## src/rtl/shk_pkg.sv

```systemverilog
`timescale 1ns/1ps
package shk_pkg;
   // Line control fields; bit order is decoded by software
   typedef struct packed {
      logic rts_val;    // bit 2
      logic force_rts;  // bit 1
      logic cts_gate;   // bit 0
   } line_ctrl_t;

   localparam int LINE_W = 3;
endpackage

```

## src/rtl/shk_regs.sv

```systemverilog
`timescale 1ns/1ps
module shk_regs
   import shk_pkg::*;
#(
   parameter int ADDR_W   = 4,
   parameter int DATA_W   = 8,
   parameter int STATUS_W = 8,
   parameter int CNT_W    = 6,
   parameter logic [ADDR_W-1:0] A_LINE = 0,
   parameter logic [ADDR_W-1:0] A_MASK = 1,
   parameter logic [ADDR_W-1:0] A_MARK = 2
) (
   input  logic              clk,
   input  logic              rst,
   input  logic              stb,
   input  logic              cyc,
   input  logic              we,
   input  logic [ADDR_W-1:0] adr,
   input  logic [DATA_W-1:0] wdata,
   output logic [DATA_W-1:0] rdata,
   output logic              ack,
   output line_ctrl_t        line_q,
   output logic [STATUS_W-1:0] mask_q,
   output logic [CNT_W-1:0]  mark_q
);
   generate
      if (STATUS_W > DATA_W) begin : g_bad_status
         $error("shk_regs: STATUS_W must not exceed DATA_W");
      end
      if (CNT_W > DATA_W) begin : g_bad_cnt
         $error("shk_regs: CNT_W must not exceed DATA_W");
      end
      if (LINE_W > DATA_W) begin : g_bad_line
         $error("shk_regs: DATA_W too narrow for line control");
      end
   endgenerate

   logic              req;
   logic              wr;
   logic [DATA_W-1:0] rd_n;

   assign req = stb && cyc && !ack;
   assign wr  = req && we;

   always_comb begin
      rd_n = '0;
      if (adr == A_LINE) begin
         rd_n[LINE_W-1:0] = line_q;
      end else if (adr == A_MASK) begin
         rd_n[STATUS_W-1:0] = mask_q;
      end else if (adr == A_MARK) begin
         rd_n[CNT_W-1:0] = mark_q;
      end
   end

   always_ff @(posedge clk) begin
      if (rst) begin
         ack    <= 1'b0;
         rdata  <= '0;
         line_q <= '0;
         mask_q <= '0;
         mark_q <= '0;
      end else begin
         ack <= req;
         if (req) begin
            rdata <= rd_n;
         end
         if (wr && adr == A_LINE) begin
            line_q <= line_ctrl_t'(wdata[LINE_W-1:0]);
         end
         if (wr && adr == A_MASK) begin
            mask_q <= wdata[STATUS_W-1:0];
         end
         if (wr && adr == A_MARK) begin
            mark_q <= wdata[CNT_W-1:0];
         end
      end
   end
endmodule

```

## src/rtl/shk_rts_gen.sv

```systemverilog
`timescale 1ns/1ps
module shk_rts_gen
   import shk_pkg::*;
#(
   parameter int CNT_W          = 6,
   parameter bit MARK_INCLUSIVE = 1'b0
) (
   input  logic             clk,
   input  logic             rst,
   input  line_ctrl_t       line,
   input  logic [CNT_W-1:0] count,
   input  logic [CNT_W-1:0] mark,
   output logic             rts
);
   logic over;

   generate
      if (MARK_INCLUSIVE) begin : g_incl
         assign over = (count >= mark);
      end else begin : g_strict
         assign over = (count > mark);
      end
   endgenerate

   always_ff @(posedge clk) begin
      if (rst) begin
         rts <= 1'b0;
      end else if (line.force_rts) begin
         rts <= line.rts_val;
      end else begin
         rts <= over;
      end
   end
endmodule

```

## src/rtl/shk_irq_reduce.sv

```systemverilog
`timescale 1ns/1ps
module shk_irq_reduce #(
   parameter int STATUS_W = 8,
   parameter int GROUP_W  = 4,
   localparam int NGRP    = STATUS_W / GROUP_W
) (
   input  logic                clk,
   input  logic                rst,
   input  logic [STATUS_W-1:0] status,
   input  logic [STATUS_W-1:0] mask,
   output logic [NGRP-1:0]     irq
);
   generate
      if (STATUS_W % GROUP_W != 0) begin : g_bad_group
         $error("shk_irq_reduce: STATUS_W must be a multiple of GROUP_W");
      end
   endgenerate

   logic [STATUS_W-1:0] live;
   logic [NGRP-1:0]     hit;

   assign live = status & mask;

   for (genvar g = 0; g < NGRP; g++) begin : g_grp
      assign hit[g] = |live[g*GROUP_W +: GROUP_W];
   end

   always_ff @(posedge clk) begin
      if (rst) begin
         irq <= '0;
      end else begin
         irq <= hit;
      end
   end
endmodule

```

## src/rtl/shk_top.sv

```systemverilog
`timescale 1ns/1ps
module shk_top
   import shk_pkg::*;
#(
   parameter int ADDR_W         = 4,
   parameter int DATA_W         = 8,
   parameter int STATUS_W       = 8,
   parameter int IRQ_GROUP_W    = 4,
   parameter int CNT_W          = 6,
   parameter bit MARK_INCLUSIVE = 1'b0,
   localparam int IRQ_W         = STATUS_W / IRQ_GROUP_W
) (
   input  logic                clk,
   input  logic                rst,
   input  logic                bus_stb,
   input  logic                bus_cyc,
   input  logic                bus_we,
   input  logic [ADDR_W-1:0]   bus_adr,
   input  logic [DATA_W-1:0]   bus_wdata,
   output logic [DATA_W-1:0]   bus_rdata,
   output logic                bus_ack,
   input  logic [STATUS_W-1:0] stat_in,
   input  logic [CNT_W-1:0]    rx_count,
   input  logic                tx_busy,
   output logic                tx_permit,
   input  logic                cts_n,
   output logic                rts,
   output logic [IRQ_W-1:0]    irq
);
   line_ctrl_t          line_q;
   logic [STATUS_W-1:0] mask_q;
   logic [CNT_W-1:0]    mark_q;

   shk_regs #(
      .ADDR_W(ADDR_W), .DATA_W(DATA_W), .STATUS_W(STATUS_W), .CNT_W(CNT_W)
   ) u_regs (
      .clk(clk), .rst(rst),
      .stb(bus_stb), .cyc(bus_cyc), .we(bus_we),
      .adr(bus_adr), .wdata(bus_wdata),
      .rdata(bus_rdata), .ack(bus_ack),
      .line_q(line_q), .mask_q(mask_q), .mark_q(mark_q)
   );

   shk_rts_gen #(
      .CNT_W(CNT_W), .MARK_INCLUSIVE(MARK_INCLUSIVE)
   ) u_rts (
      .clk(clk), .rst(rst), .line(line_q),
      .count(rx_count), .mark(mark_q), .rts(rts)
   );

   shk_irq_reduce #(
      .STATUS_W(STATUS_W), .GROUP_W(IRQ_GROUP_W)
   ) u_irq (
      .clk(clk), .rst(rst), .status(stat_in), .mask(mask_q), .irq(irq)
   );

   // A character in flight always completes; a new one waits for CTS
   assign tx_permit = tx_busy || !line_q.cts_gate || !cts_n;
endmodule

```

## config.mk

```make
export PLATFORM = sky130hd
export DESIGN_NAME = shk_top
export DESIGN_NICKNAME = d
export VERILOG_FILES = /design/src/rtl/shk_pkg.sv /design/src/rtl/shk_regs.sv /design/src/rtl/shk_rts_gen.sv /design/src/rtl/shk_irq_reduce.sv /design/src/rtl/shk_top.sv
export SDC_FILE = /design/constraint.sdc
export NUM_CORES = 1
export LEC_CHECK = 0
export BUFFER_PORTS_ARGS = -buffer_cell sky130_fd_sc_hd__clkbuf_2
export CORE_MARGIN = 1.5
export CORE_UTILIZATION = 54
export DETAILED_ROUTE_END_ITERATION = 8
export HOLD_SLACK_MARGIN = 0.05
export PLACE_DENSITY = 0.95
export SLEW_MARGIN = 20
export SYNTH_ARGS = -nofsm -noshare
export SYNTH_HDL_FRONTEND = slang
export SYNTH_SLANG_ARGS = --single-unit
export TNS_END_PERCENT = 10
```

## constraint.sdc

```tcl
create_clock -name clk -period 2.1 [get_ports clk]
set_input_delay 0.105 -clock clk [delete_from_list [all_inputs] [get_ports clk]]
set_output_delay 0.105 -clock clk [all_outputs]
set_load 0.02 [all_outputs]
```

# --- After elaboration in Yosys (flattened, before gate mapping) ---
# Index checks and enable logic that the tools add are counted.
totals:
  ff_bits: 29
  input_bits: 33
classes:
  magnitude_cmp: 1
  eq_ne: 2
  n_mux: 6
  n_bitwise: 1
  reduce_logical: 14
ops:
  columns: ["operator", "count"]
  rows:
  - ["6-bit two-way mux", 2]
  - ["8-bit bitwise AND", 1]
  - ["4-bit OR reduction", 2]
  - ["6-bit > comparator", 1]
  - ["1-bit logical AND", 6]
  - ["5-bit two-way mux", 1]
  - ["4-bit by 1-bit == test with 1-bit output, second input constant", 1]
  - ["4-bit by 2-bit == test with 1-bit output, second input constant", 1]
  - ["4-bit zero test", 1]
  - ["1-bit zero test", 3]
  - ["3-bit two-way mux", 1]
  - ["1-bit logical OR", 2]
  - ["2-bit two-way mux", 1]
  - ["1-bit two-way mux", 1]

# --- Logic depth before layout (Yosys ltp) ---
# Gate-level depths: netlist (run 1).
logic_depth:
  ltp_word: 4
  ltp_mapped: 5
  mapped_depth_nobuf: 5

# --- Hierarchy ---
# From an unflattened synthesis (run 1), not the netlist that was laid out.
unflattened:
  cells_unflattened: 161
  hier_area_um2: 1506.4
modules_own_cells:
  columns: ["module", "n_inst", "cells_per_inst", "area_per_inst_um2", "seq_area_each_um2"]
  rows:
  - ["shk_regs", 1, 127, 1238.7, 520.5]
  - ["shk_rts_gen", 1, 25, 180.2, 20.0]
  - ["shk_irq_reduce", 1, 8, 80.1, 40.0]
  - ["shk_top", 1, 1, 7.5, 0.0]

# --- Worst setup path after synthesis (run 1) ---
# OpenSTA, ideal clock, no wires.
synth_path:
  path_type: "reg2reg"
  start: "reg u_regs.ack"
  end: "reg u_regs.line_q[0] (netlist name)"
  setup_time_ns: 0.070
  arrival_ns: 1.209
  slack_ns: 0.820
  stages_incl_launch_ff: 5
  n_path_buf: 1
  synth_period_minus_slack_ns: 1.280
  path_cell_list: "dfxtp_1 nand4b_1 clkbuf_1 o21ai_1 a21oi_1"
synth_between:
  elab_chain_len: 4
synth_lines:
  columns: ["item", "line", "rtl"]
  rows:
  - ["from (decl)", "shk_regs.sv:21", "output logic ack,"]
  - ["from (signal assigned)", "shk_regs.sv:64", "ack <= req;"]
  - ["1-bit zero test", "shk_regs.sv:42", "assign req = stb && cyc && !ack;"]
  - ["1-bit logical AND", "shk_regs.sv:42", null]
  - ["1-bit logical AND", "shk_regs.sv:43", "assign wr = req && we;"]
  - ["1-bit logical AND", "shk_regs.sv:68", "if (wr && adr == A_LINE) begin"]
# No other way between the ends.
# A chain may end at the register's enable or synchronous reset.

# --- Worst setup path in the final report (run 1) ---
layout_path:
  start: "reg u_regs.ack"
  end: "reg u_regs.rdata[7]"
layout_between:
  elab_chain_len: 2
layout_lines:
  columns: ["item", "line", "rtl"]
  rows:
  - ["1-bit zero test", "shk_regs.sv:42", null]
  - ["1-bit logical AND", "shk_regs.sv:42", null]
  - ["to (signal assigned)", "shk_regs.sv:66", "rdata <= rd_n;"]
  - ["to (decl)", "shk_regs.sv:20", "output logic [DATA_W-1:0] rdata,"]
# No other way between the ends.

==> qor.yml, run 1 <==
run_status:
  outcome: "finished, final reports clean"
logic_synthesis:
  netlist_instances: 162
  ys_types: 31
  synth_nets: 201
  ys_ff_latch: 29
  ys_seq_area_frac: 0.397
  netlist.area_leader.share: 0.397
  yosys_warnings: 0
  yosys.area.top_type: "dfxtp_1"
  synth_area_leaders: "dfxtp_1 40%, a21oi_1 7.9%, nand3_1 6.2%, o21ai_1 5.8%, ha_1 5.1%"
  netlist_area_mm2: 0.00146
  syn_avg_cell_area_um2: 9.02
sta:
  rsz0062_at_grt: "no"
  finalHoldViolCount: 0
  period_minus_slack_ns: 1.46
  fmax_mhz: 684
  slew_headroom: 0.598
  worst_slew_pin_slew_ns: 0.603
  fin_skew_ns: 0.00613
  timing.final.crit_share: 0.696
  fin_setup_tns_ns: 0
  setup_viol: 0
  finalMaxSlewViolations: 0
  fin_ws_ns: 0.638
cts:
  cts_resized: 0
  cts_max_path_buffers: 2
  cts_tree: "built"
  clock_latency_ns: 0.33
  cts_buffers: 5
  cts_root_buffer: "clkbuf_4"
  htree_levels: 2
  cts_setup_buffers: 0
  path_clk_slew_ns: 0.09
  cts.sinks: 29
  ctsHoldBuffers: 7
power:
  power.share.switching: 0.267
  pwr_density_cell_mw_per_mm2: 550
  pwr-share-seq: 0.563
  power_leakage_nw: 0.682
  p_int_uw: 723
  vdd_ir_drop_max_uv: 476
  p_total_uw: 986
  clockPowerShare: 0.307
  p_comb_frac: 0.130
  p_sw_uw: 263
final_layout:
  mostFrequentLayoutCells: "45 x clkbuf_2, 29 x dfxtp_1, 23 x a21oi_1, 18 x nand3_1, 17 x o21ai_1"
  drive_gt1_frac: 0.270
  instances_no_fill: 241
  utilization: 0.711
  diodes: 0
  final_common_cell: "clkbuf_2"
  syn_to_final_growth_pct: 22.7
  final_nets: 251
  final.fill_count: 221
critical_path:
  slowest_stage: "nor4_2"
  worstPathMaxFanout: 9
  slowest_delay_ns: 0.48
  crit_path_cell_trace: "nand3b_1 -> nor4_2 -> a32o_1"
  critPathKind: "flip-flop to flip-flop"
  end_kind: "flip-flop"
  critPathRequiredTime_ns: 2.38
  startpoint_type: "flip-flop"
  cp_data_arrival_time_ns: 1.74
grt:
  grtUsageTotal: 0.271
  first_global_vias: 1343
  antenna_found_initial: 0
  gr-total-overflow: 0
  grt_pass1_wl_um: 5820
  grt_max_degree: 18
place:
  place_congestion: 0.907
  port_buffers: 45
  place_ws_ns: 0.624
  dp_cells: 228
  hpwlAfterDp_um: 2630
floorplan:
  die_area_mm2: 0.00303
  pin_count: 46
  core_mm2: 0.00252
  initial_utilization: 0.579
  die_h_um: 55.0
  num_rows: 18
  fp.dieW_um: 55.0
route:
  final_antenna_net_count: 0
  drt_wl_total_um: 3680
  vias_per_cell: 6.10
  initialDrtViolationCount: 36
  drc: 0
  post_drt_wl_per_cell_um: 15.3
  dr.pass1.iters: 4
  vias: 1470
worst_hold_path:
  hold_class: "input pin to flip-flop"
flow_run:
  max_cap_viol_count: 0
-- path summary, 6_finish.rpt --
check,startpoint,endpoint,slack [ns],cells past startpoint
setup / recovery,u_regs.ack,u_regs.rdata[7],0.64,3
hold / removal,bus_wdata[1],u_regs.mask_q[1],0.07,3
setup reg to reg,u_regs.ack,u_regs.rdata[7],0.64,3
hold reg to reg,u_regs.rdata[5],u_regs.rdata[5],0.47,2
-- area by class of cell --
cell class              count  area (um2)  area share
repair buffers             54         310       0.173
inverters                   8        30.0      0.0167
multi-input cells         114         792       0.442
clock buffers               5        37.5      0.0209
clock inverters             1        5.00     0.00279
well taps                  30        37.5      0.0209
flip-flops and latches     29         581       0.324
-- cells in the mapped netlist --
master,number
a2111o_1,3
dfxtp_1,29
buf_2,5
o2bb2ai_1,3
a21oi_1,23
nand3b_1,9
nand2_1,4
ha_1,6
a32o_1,2
nor2_1,1
inv_1,8
a21o_1,2
and4b_1,1
or4_1,1
nand4b_1,2
a22oi_1,4
nor4b_2,1
nor4b_4,1
a22o_1,3
or4b_1,2
a31oi_1,2
nor2b_1,2
nand3_1,18
clkbuf_1,4
buf_6,1
nor4_2,2
and2_1,1
buf_4,1
o221ai_1,1
mux2i_1,3
o21ai_1,17
-- stage by stage --
| stage | hold slack (ns) | cell area (um2) |
|---|---|---|
| 6_report | 0.0678 | 1790 |
| 5_1_grt | 0.0592 | 1790 |
| 4_1_cts | 0.0534 | 1790 |
| 3_5_place_dp | 0.360 | 1680 |
| 3_3_place_gp | 0.349 | 1680 |
| 2_1_floorplan | 0.253 | 1460 |
-- flip-flops by register name, indices dropped and copies added, names as in the netlist --
name,count
u_rts.rts,1
u_regs.ack,1
u_regs.mark_q,6
u_regs.mask_q,8
u_regs.rdata,8
u_irq.irq,2
u_regs.line_q,3
-- per-layer routing --
metal,share of wire,track usage,vias up
met1,0.42,0.308,686
met2,0.49,0.488,56
met3,0.065,0.0699,12
li1,-,-,716
met4,0.021,0.0935,0
met5,0,0,-
-- worst max-delay path, delay by kind of cell, from the launching register on --
family | cells | cell delay [ns]
and+or+nand+nor | 2 | 0.82
AOI/OAI and AO/OA | 1 | 0.26
DFF | 1 | 0.33
-- kinds of logic (layout without fill, tap and decap cells) --
family,Yosys count,after routing,synth area share
buf+inv,19,68,0.0608
fa+ha+maj,6,6,0.0514
flops,29,29,0.397
simple gates,45,45,0.215
compound gates,60,60,0.255
mux,3,3,0.0205
-- power groups by stage --
stage / sequential, mW / combinational, mW / clock (mW)
6_report: 0.555 / 0.128 / 0.303
5_1_grt: 0.556 / 0.141 / 0.334
4_1_cts: 0.555 / 0.126 / 0.311
3_5_place_dp: 0.568 / 0.115 / 0
3_3_place_gp: 0.568 / 0.111 / 0
2_1_floorplan: 0.571 / 0.0632 / 0
Note: power is estimated with default switching activity, not from simulation.
==> run 2, diff against run 1 <==
--- a/config.mk
+++ b/config.mk
@@ -7,10 +7,10 @@
 export LEC_CHECK = 0
 export BUFFER_PORTS_ARGS = -buffer_cell sky130_fd_sc_hd__clkbuf_2
 export CORE_MARGIN = 1.5
-export CORE_UTILIZATION = 54
+export CORE_UTILIZATION = 45
 export DETAILED_ROUTE_END_ITERATION = 8
 export HOLD_SLACK_MARGIN = 0.05
-export PLACE_DENSITY = 0.95
+export PLACE_DENSITY = 0.87
 export SLEW_MARGIN = 20
 export SYNTH_ARGS = -nofsm -noshare
 export SYNTH_HDL_FRONTEND = slang
==> constraint.sdc (replaced) <==
create_clock -name clk -period 1.3 [get_ports clk]
set_input_delay 0.065 -clock clk [delete_from_list [all_inputs] [get_ports clk]]
set_output_delay 0.065 -clock clk [all_outputs]
set_load 0.02 [all_outputs]
==> qor.yml, run 2 (synthesis gave the netlist of run 1 again) <==
route:
  vias: 1506  # +2.4%
  dr.pass1.iters: 4  # unchanged
  post_drt_wl_per_cell_um: 13.4  # -12%
  initialDrtViolationCount: 45  # +25%
  drc: 0  # unchanged
  drt_wl_total_um: 3740  # +1.6%
  final_antenna_net_count: 0  # unchanged
  vias_per_cell: 5.42  # -11%
cts:
  cts_root_buffer: "clkbuf_4"
  path_clk_slew_ns: 0.10  # about the same
  cts_max_path_buffers: 2  # unchanged
  clock_latency_ns: 0.34  # about the same
  htree_levels: 2  # unchanged
  cts_buffers: 5  # unchanged
  cts.sinks: 29  # unchanged
  cts_tree: "built"
sta:
  fin_ws_ns: 0.0124  # -0.625 ns
  timing.final.crit_share: 0.990
  slew_headroom: 0.765  # +0.168
  finalMaxSlewViolations: 0  # unchanged
  fin_skew_ns: 0.00497  # -0.00116 ns
  setup_viol: 0  # unchanged
  period_minus_slack_ns: 1.29
  rsz0062_at_grt: "yes"
  fin_setup_tns_ns: 0  # unchanged
  worst_slew_pin_slew_ns: 0.349  # -0.254 ns
  finalHoldViolCount: 0  # unchanged
  fmax_mhz: 777
floorplan:
  num_rows: 20  # +2
  die_h_um: 60.0  # +9.0%
  pin_count: 46  # unchanged
  core_mm2: 0.00308  # +22%
  die_area_mm2: 0.00360  # +19%
  initial_utilization: 0.475  # -0.105
  fp.dieW_um: 60.0  # +9.0%
final_layout:
  final.fill_count: 259  # +17%
  diodes: 0  # unchanged
  syn_to_final_growth_pct: 38.2
  reg_top3: "u_regs.mask_q: 8 flops, u_regs.rdata: 8 flops, u_regs.mark_q: 6 flops"
  mostFrequentLayoutCells: "45 x clkbuf_2, 28 x dfxtp_1, 23 x a21oi_1, 18 x nand3_1, 17 x o21ai_1"
  drive_gt1_frac: 0.312  # +0.0418
  finish.instance_area_mm2: 0.00202  # +13%
  final_nets: 272  # +8.4%
  final_common_cell: "clkbuf_2"
power:
  p_total_mw: 1.78  # +81%
  pwr_density_cell_mw_per_mm2: 884  # +61%
  power_leakage_nw: 0.789  # +16%
  vdd_ir_drop_max_uv: 520  # +9.1%
place:
  hpwlAfterDp_um: 2720  # +3.4%
  place_ws_ns: 0.0142  # -0.610 ns
  place_area_mm2: 0.00180  # +6.9%
  place_congestion: 0.850  # -6.3%
  port_buffers: 45  # unchanged
critical_path:
  r2r_slack_ns: 0.02  # -0.62 ns
  critPathKind: "input pin to flip-flop"
  cp_data_arrival_time_ns: 1.52  # -0.22 ns
  crit_path_cell_trace: "dlygate4sd3_1 -> clkbuf_2 -> a22oi_1 -> dlygate4sd3_1 -> a21oi_1"
  slowest_delay_ns: 0.58  # +0.10 ns
  critPathRequiredTime_ns: 1.53  # -0.85 ns
  slowest_stage: "dlygate4sd3_1"
  end_kind: "flip-flop"
  startpoint_type: "input pin"
  worstPathMaxFanout: 1  # -8
  worst_path_most_repeated_cell: "dlygate4sd3_1"
run_status:
  outcome: "finished, final reports clean"
grt:
  antenna_found_initial: 0  # unchanged
  busiest_layer: "met2"
  grt_pass1_wl_um: 6030  # +3.7%
  grtUsageTotal: 0.230  # -0.0411
  met2_usage: 0.396  # -0.0921
  gr-total-overflow: 0  # unchanged
  grt_use_met3: 0.0736  # +0.00370
  use_met1: 0.270  # -0.0379
  grt_max_degree: 24  # +6
  first_global_vias: 1437  # +7.0%
flow_run:
  max_cap_viol_count: 0  # unchanged
worst_hold_path:
  hold_class: "input pin to flip-flop"
run 2: cell types whose count changed in the layout (fill, tap and decap cells not counted), sizes merged:
cell          before  now
buf                2   15
clkbuf            50   52
dlygate4sd3        7   14
dlymetal6s4s       0    1
run 2: layer usage:
metal | routed length [um] | vias up
met2 | 1860 | 42
met4 | 46 | 0
li1 | - | 758
met5 | 0 | -
met3 | 183 | 6
met1 | 1650 | 700
run 2: repair_timing:
action / in CTS / in global routing
hold endpoints to repair: 19 / 0
hold buffers: 16 / 0
setup buffers: 0 / 0
endpoints found under the setup margin: 0 / 7
gates resized for setup: 0 / 2
run 2: power breakdown:
part           total (mW)  internal [mW]  switching, mW
Combinational       0.239          0.120          0.120
Clock               0.648          0.313          0.335
Sequential          0.897          0.894        0.00353
run 2: final cells by class:
| cell class | count | area [um2] | share of cell area |
|---|---|---|---|
| Clock buffer | 7 | 65.1 | 0.0322 |
| Tap cell | 44 | 55.1 | 0.0273 |
| Multi-Input combinational cell | 114 | 792 | 0.392 |
| Sequential cell | 29 | 582 | 0.288 |
| Timing Repair Buffer | 75 | 490 | 0.243 |
| Clock inverter | 1 | 5.00 | 0.00248 |
| Inverter | 8 | 30.0 | 0.0149 |
run 2: through the flow:
stage,cells,hold slack [ns],util
after floorplan,162,0.213,-
after global placement,255,0.312,0.583
after detailed placement,255,0.308,0.583
after CTS,279,0.0553,0.658
after global routing,278,0.0848,0.656
final,278,0.0590,0.656
run 2: path summary, 6_finish.rpt:
check	from	end	cells past startpoint
worst min-delay path	rst	u_rts.rts	4
worst min register to register	u_regs.rdata[3]	u_regs.rdata[3]	2
worst max register to register	u_regs.mask_q[5]	u_irq.irq[1]	3
worst max-delay path	stat_in[5]	u_irq.irq[1]	5
run 2: worst max-delay path: cells and delay by family:
kind / cells / cell delay (ns)
buffers and inverters: 3 / 1.25
AOI/OAI and AO/OA: 2 / 0.20
==> run 3, diff against run 2 <==
--- a/config.mk
+++ b/config.mk
@@ -10,9 +10,10 @@
 export CORE_UTILIZATION = 45
 export DETAILED_ROUTE_END_ITERATION = 8
 export HOLD_SLACK_MARGIN = 0.05
-export PLACE_DENSITY = 0.87
+export PLACE_DENSITY = 0.86
 export SLEW_MARGIN = 20
 export SYNTH_ARGS = -nofsm -noshare
 export SYNTH_HDL_FRONTEND = slang
+export SYNTH_HIERARCHICAL = 1
 export SYNTH_SLANG_ARGS = --single-unit
 export TNS_END_PERCENT = 10
==> qor.yml, run 3 <==
run_status:
  outcome: "finished, final reports clean"
cts:
  cts_tree: "built"
  cts.sinks: 29  # unchanged
  cts_max_path_buffers: 2  # unchanged
  cts_buffers: 5  # unchanged
  cts_root_buffer: "clkbuf_4"
  htree_levels: 2  # unchanged
  path_clk_slew_ns: 0.09  # about the same
  clock_latency_ns: 0.33  # about the same
logic_synthesis:
  synthFlopType: "dfxtp_1"
  synth_area_leaders: "dfxtp_1 39%, nand2b_1 12%, mux2i_1 11%, ha_1 5.0%, and3b_1 4.1%"
  ys_ff_latch: 29  # unchanged
  netlist.area_leader.share: 0.385  # -0.0119
  yosys_warnings: 6  # +6
  postSynth.asyncResetShare: 0  # unchanged
  synth.most_common_cell: "dfxtp_1"
  synth_edf_count: 0  # unchanged
  syn_avg_cell_area_um2: 9.36  # +3.7%
  netlist_area_mm2: 0.00151  # +3.1%
  yosys.area.top_type: "dfxtp_1"
  ys_seq_area_frac: 0.385  # -0.0119
  netlist_instances: 161  # -0.62%
  ys_types: 31  # unchanged
  synth_nets: 200  # -0.50%
  synth_common_cells: "29 x dfxtp_1, 28 x nand2b_1, 17 x mux2i_1, 10 x a21oi_1, 10 x inv_1"
floorplan:
  fp.dieW_um: 60.9  # +1.5%
  num_rows: 20  # unchanged
  initial_utilization: 0.482  # +0.00680
  pin_count: 46  # unchanged
  core_mm2: 0.00313  # +1.6%
  die_area_mm2: 0.00370  # +2.9%
  die_h_um: 60.9  # +1.5%
power:
  vdd_ir_drop_max_uv: 548  # +5.5%
  p_total_mw: 1.92  # +7.5%
  power_leakage_nw: 0.902  # +14%
  pwr_density_cell_mw_per_mm2: 933  # +5.6%
route:
  drc: 0  # unchanged
  vias_per_cell: 5.08  # -6.2%
  post_drt_wl_per_cell_um: 13.3  # -1.5%
  routed.top_layer: "met4"
  m1WireLength_um: 1550  # -6.2%
  drt_wl_total_um: 3610  # -3.6%
  wl_met2_um: 1840  # -1.1%
  initialDrtViolationCount: 70  # +56%
  final_antenna_net_count: 0  # unchanged
  vias: 1382  # -8.2%
  wl_met3_um: 147  # -20%
  dr.pass1.iters: 4  # unchanged
final_layout:
  final_common_cell: "clkbuf_2"
  final_nets: 266  # -2.2%
  drive_gt1_frac: 0.329  # +0.0170
  instances_no_fill: 272  # -2.2%
  reg_top3: "u_regs/mask_q: 8 flops, u_regs/rdata: 8 flops, u_regs/mark_q: 6 flops"
  final.fill_count: 266  # +2.7%
  diodes: 0  # unchanged
  mostFrequentLayoutCells: "45 x clkbuf_2, 28 x nand2b_1, 25 x dfxtp_1, 17 x mux2i_1"
  utilization: 0.658  # +0.00150
  syn_to_final_growth_pct: 36.5
sta:
  timing.final.crit_share: 0.983  # -0.00792
  fin_setup_tns_ns: 0  # unchanged
  slew_headroom: 0.784  # +0.0183
  fmax_mhz: 783  # +0.81%
  setup_viol: 0  # unchanged
  fin_skew_ns: 0.00801  # +0.00304 ns
  finalHoldViolCount: 0  # unchanged
  rsz0062_at_grt: "yes"
  worst_slew_pin_slew_ns: 0.322  # -0.0270 ns
  period_minus_slack_ns: 1.28  # -0.0103 ns
  finalMaxSlewViolations: 0  # unchanged
critical_path:
  cp_data_arrival_time_ns: 1.51  # about the same
  crit_path_cell_trace: "a22oi_1 -> dlygate4sd3_1 -> a21oi_1"
  timing.rr.start: "u_regs/mask_q[0]"
  slowest_stage: "dlygate4sd3_1"
  critical_path.top_delay_family: "buffers and inverters"
  r2r_end: "u_irq/irq[0]"
  r2r_slack_ns: 0.02  # about the same
  critPathRequiredTime_ns: 1.53  # about the same
  worstPathMaxFanout: 3  # +2
  reg2reg_depth: 3  # unchanged
  startpoint_type: "flip-flop"
  end_kind: "flip-flop"
  crit_cells: 3  # -2
  slowest_delay_ns: 0.59  # about the same
  path_buf_inv: 1  # -2
  critPathKind: "flip-flop to flip-flop"
place:
  place_congestion: 0.795  # -6.4%
  port_buffers: 45  # unchanged
  dp_cells: 253  # -0.78%
  hpwlAfterDp_um: 2700  # -0.73%
grt:
  gr-total-overflow: 0  # unchanged
  grt_pass1_wl_um: 5790  # -4.0%
  first_global_vias: 1334  # -7.2%
  antenna_found_initial: 0  # unchanged
  grt_max_degree: 17  # -29%
  grtUsageTotal: 0.218  # -0.0116
worst_hold_path:
  hold_class: "input pin to flip-flop"
  min_path_cells: 3  # -1
  min_to: "u_irq/irq[1]"
  hold_start: "stat_in[5]"
flow_run:
  max_cap_viol_count: 0  # unchanged
run 3: cell type report:
type | instances | area, um2 | share of cell area
multi-input cells | 114 | 876 | 0.426
well taps | 44 | 55.1 | 0.0268
clock buffers | 7 | 55.1 | 0.0268
repair buffers | 67 | 418 | 0.203
clock inverters | 1 | 30.0 | 0.0146
inverters | 10 | 37.5 | 0.0182
flip-flops and latches | 29 | 586 | 0.285
run 3: cells by family after synthesis:
| group | synth area share |
|---|---|
| simple gates | 0.287 |
| compound gates | 0.115 |
| buf+inv | 0.0498 |
| fa+ha+maj | 0.0498 |
| mux | 0.113 |
| flops | 0.385 |
run 3: through the flow:
stage	hold WS [ns]	setup WS, ns	area (um2)
2_1_floorplan	0.134	0.0597	1510
3_3_place_gp	0.314	0.0668	1830
3_5_place_dp	0.321	0.0533	1830
4_1_cts	0.0511	0.0186	2030
5_1_grt	0.0525	-0.0175	2060
6_report	0.0509	0.0227	2060
run 3: where the power goes:
part / switching, mW / total, mW / internal (mW)
logic: 0.115 / 0.240 / 0.125
clock network: 0.321 / 0.780 / 0.459
registers: 0.00364 / 0.898 / 0.895
total: 0.440 / 1.92 / 1.48
run 3: tightest hold or removal path, stage by stage:
cell	delay, ns
clkbuf_2	0.08
a22oi_1	0.06
a21oi_1	0.14
run 3: how the worst max path moves through the flow:
stage                                start                to  slack [ns]
after global routing            u_regs/ack  u_regs/mark_q[1]       -0.02
after global placement          u_regs/ack  u_regs/mark_q[1]        0.07
after detailed placement        u_regs/ack  u_regs/mark_q[1]        0.05
after floorplan                 u_regs/ack  u_regs/mask_q[4]        0.06
final                     u_regs/mask_q[0]      u_irq/irq[0]        0.02
after CTS                       u_regs/ack  u_regs/mark_q[1]        0.02
run 3: routing by layer:
metal	track usage	up-vias
li1	-	708
met1	0.250	628
met2	0.375	39
met3	0.0661	7
met4	0.0963	0
met5	0	-
run 3: repair_timing:
item / 4_1_cts / 5_1_grt
hold endpoints to repair: 13 / 0
resized for setup: 0 / 8
hold buffers: 11 / 0
setup endpoints to repair: 0 / 6
setup buffers: 0 / 0
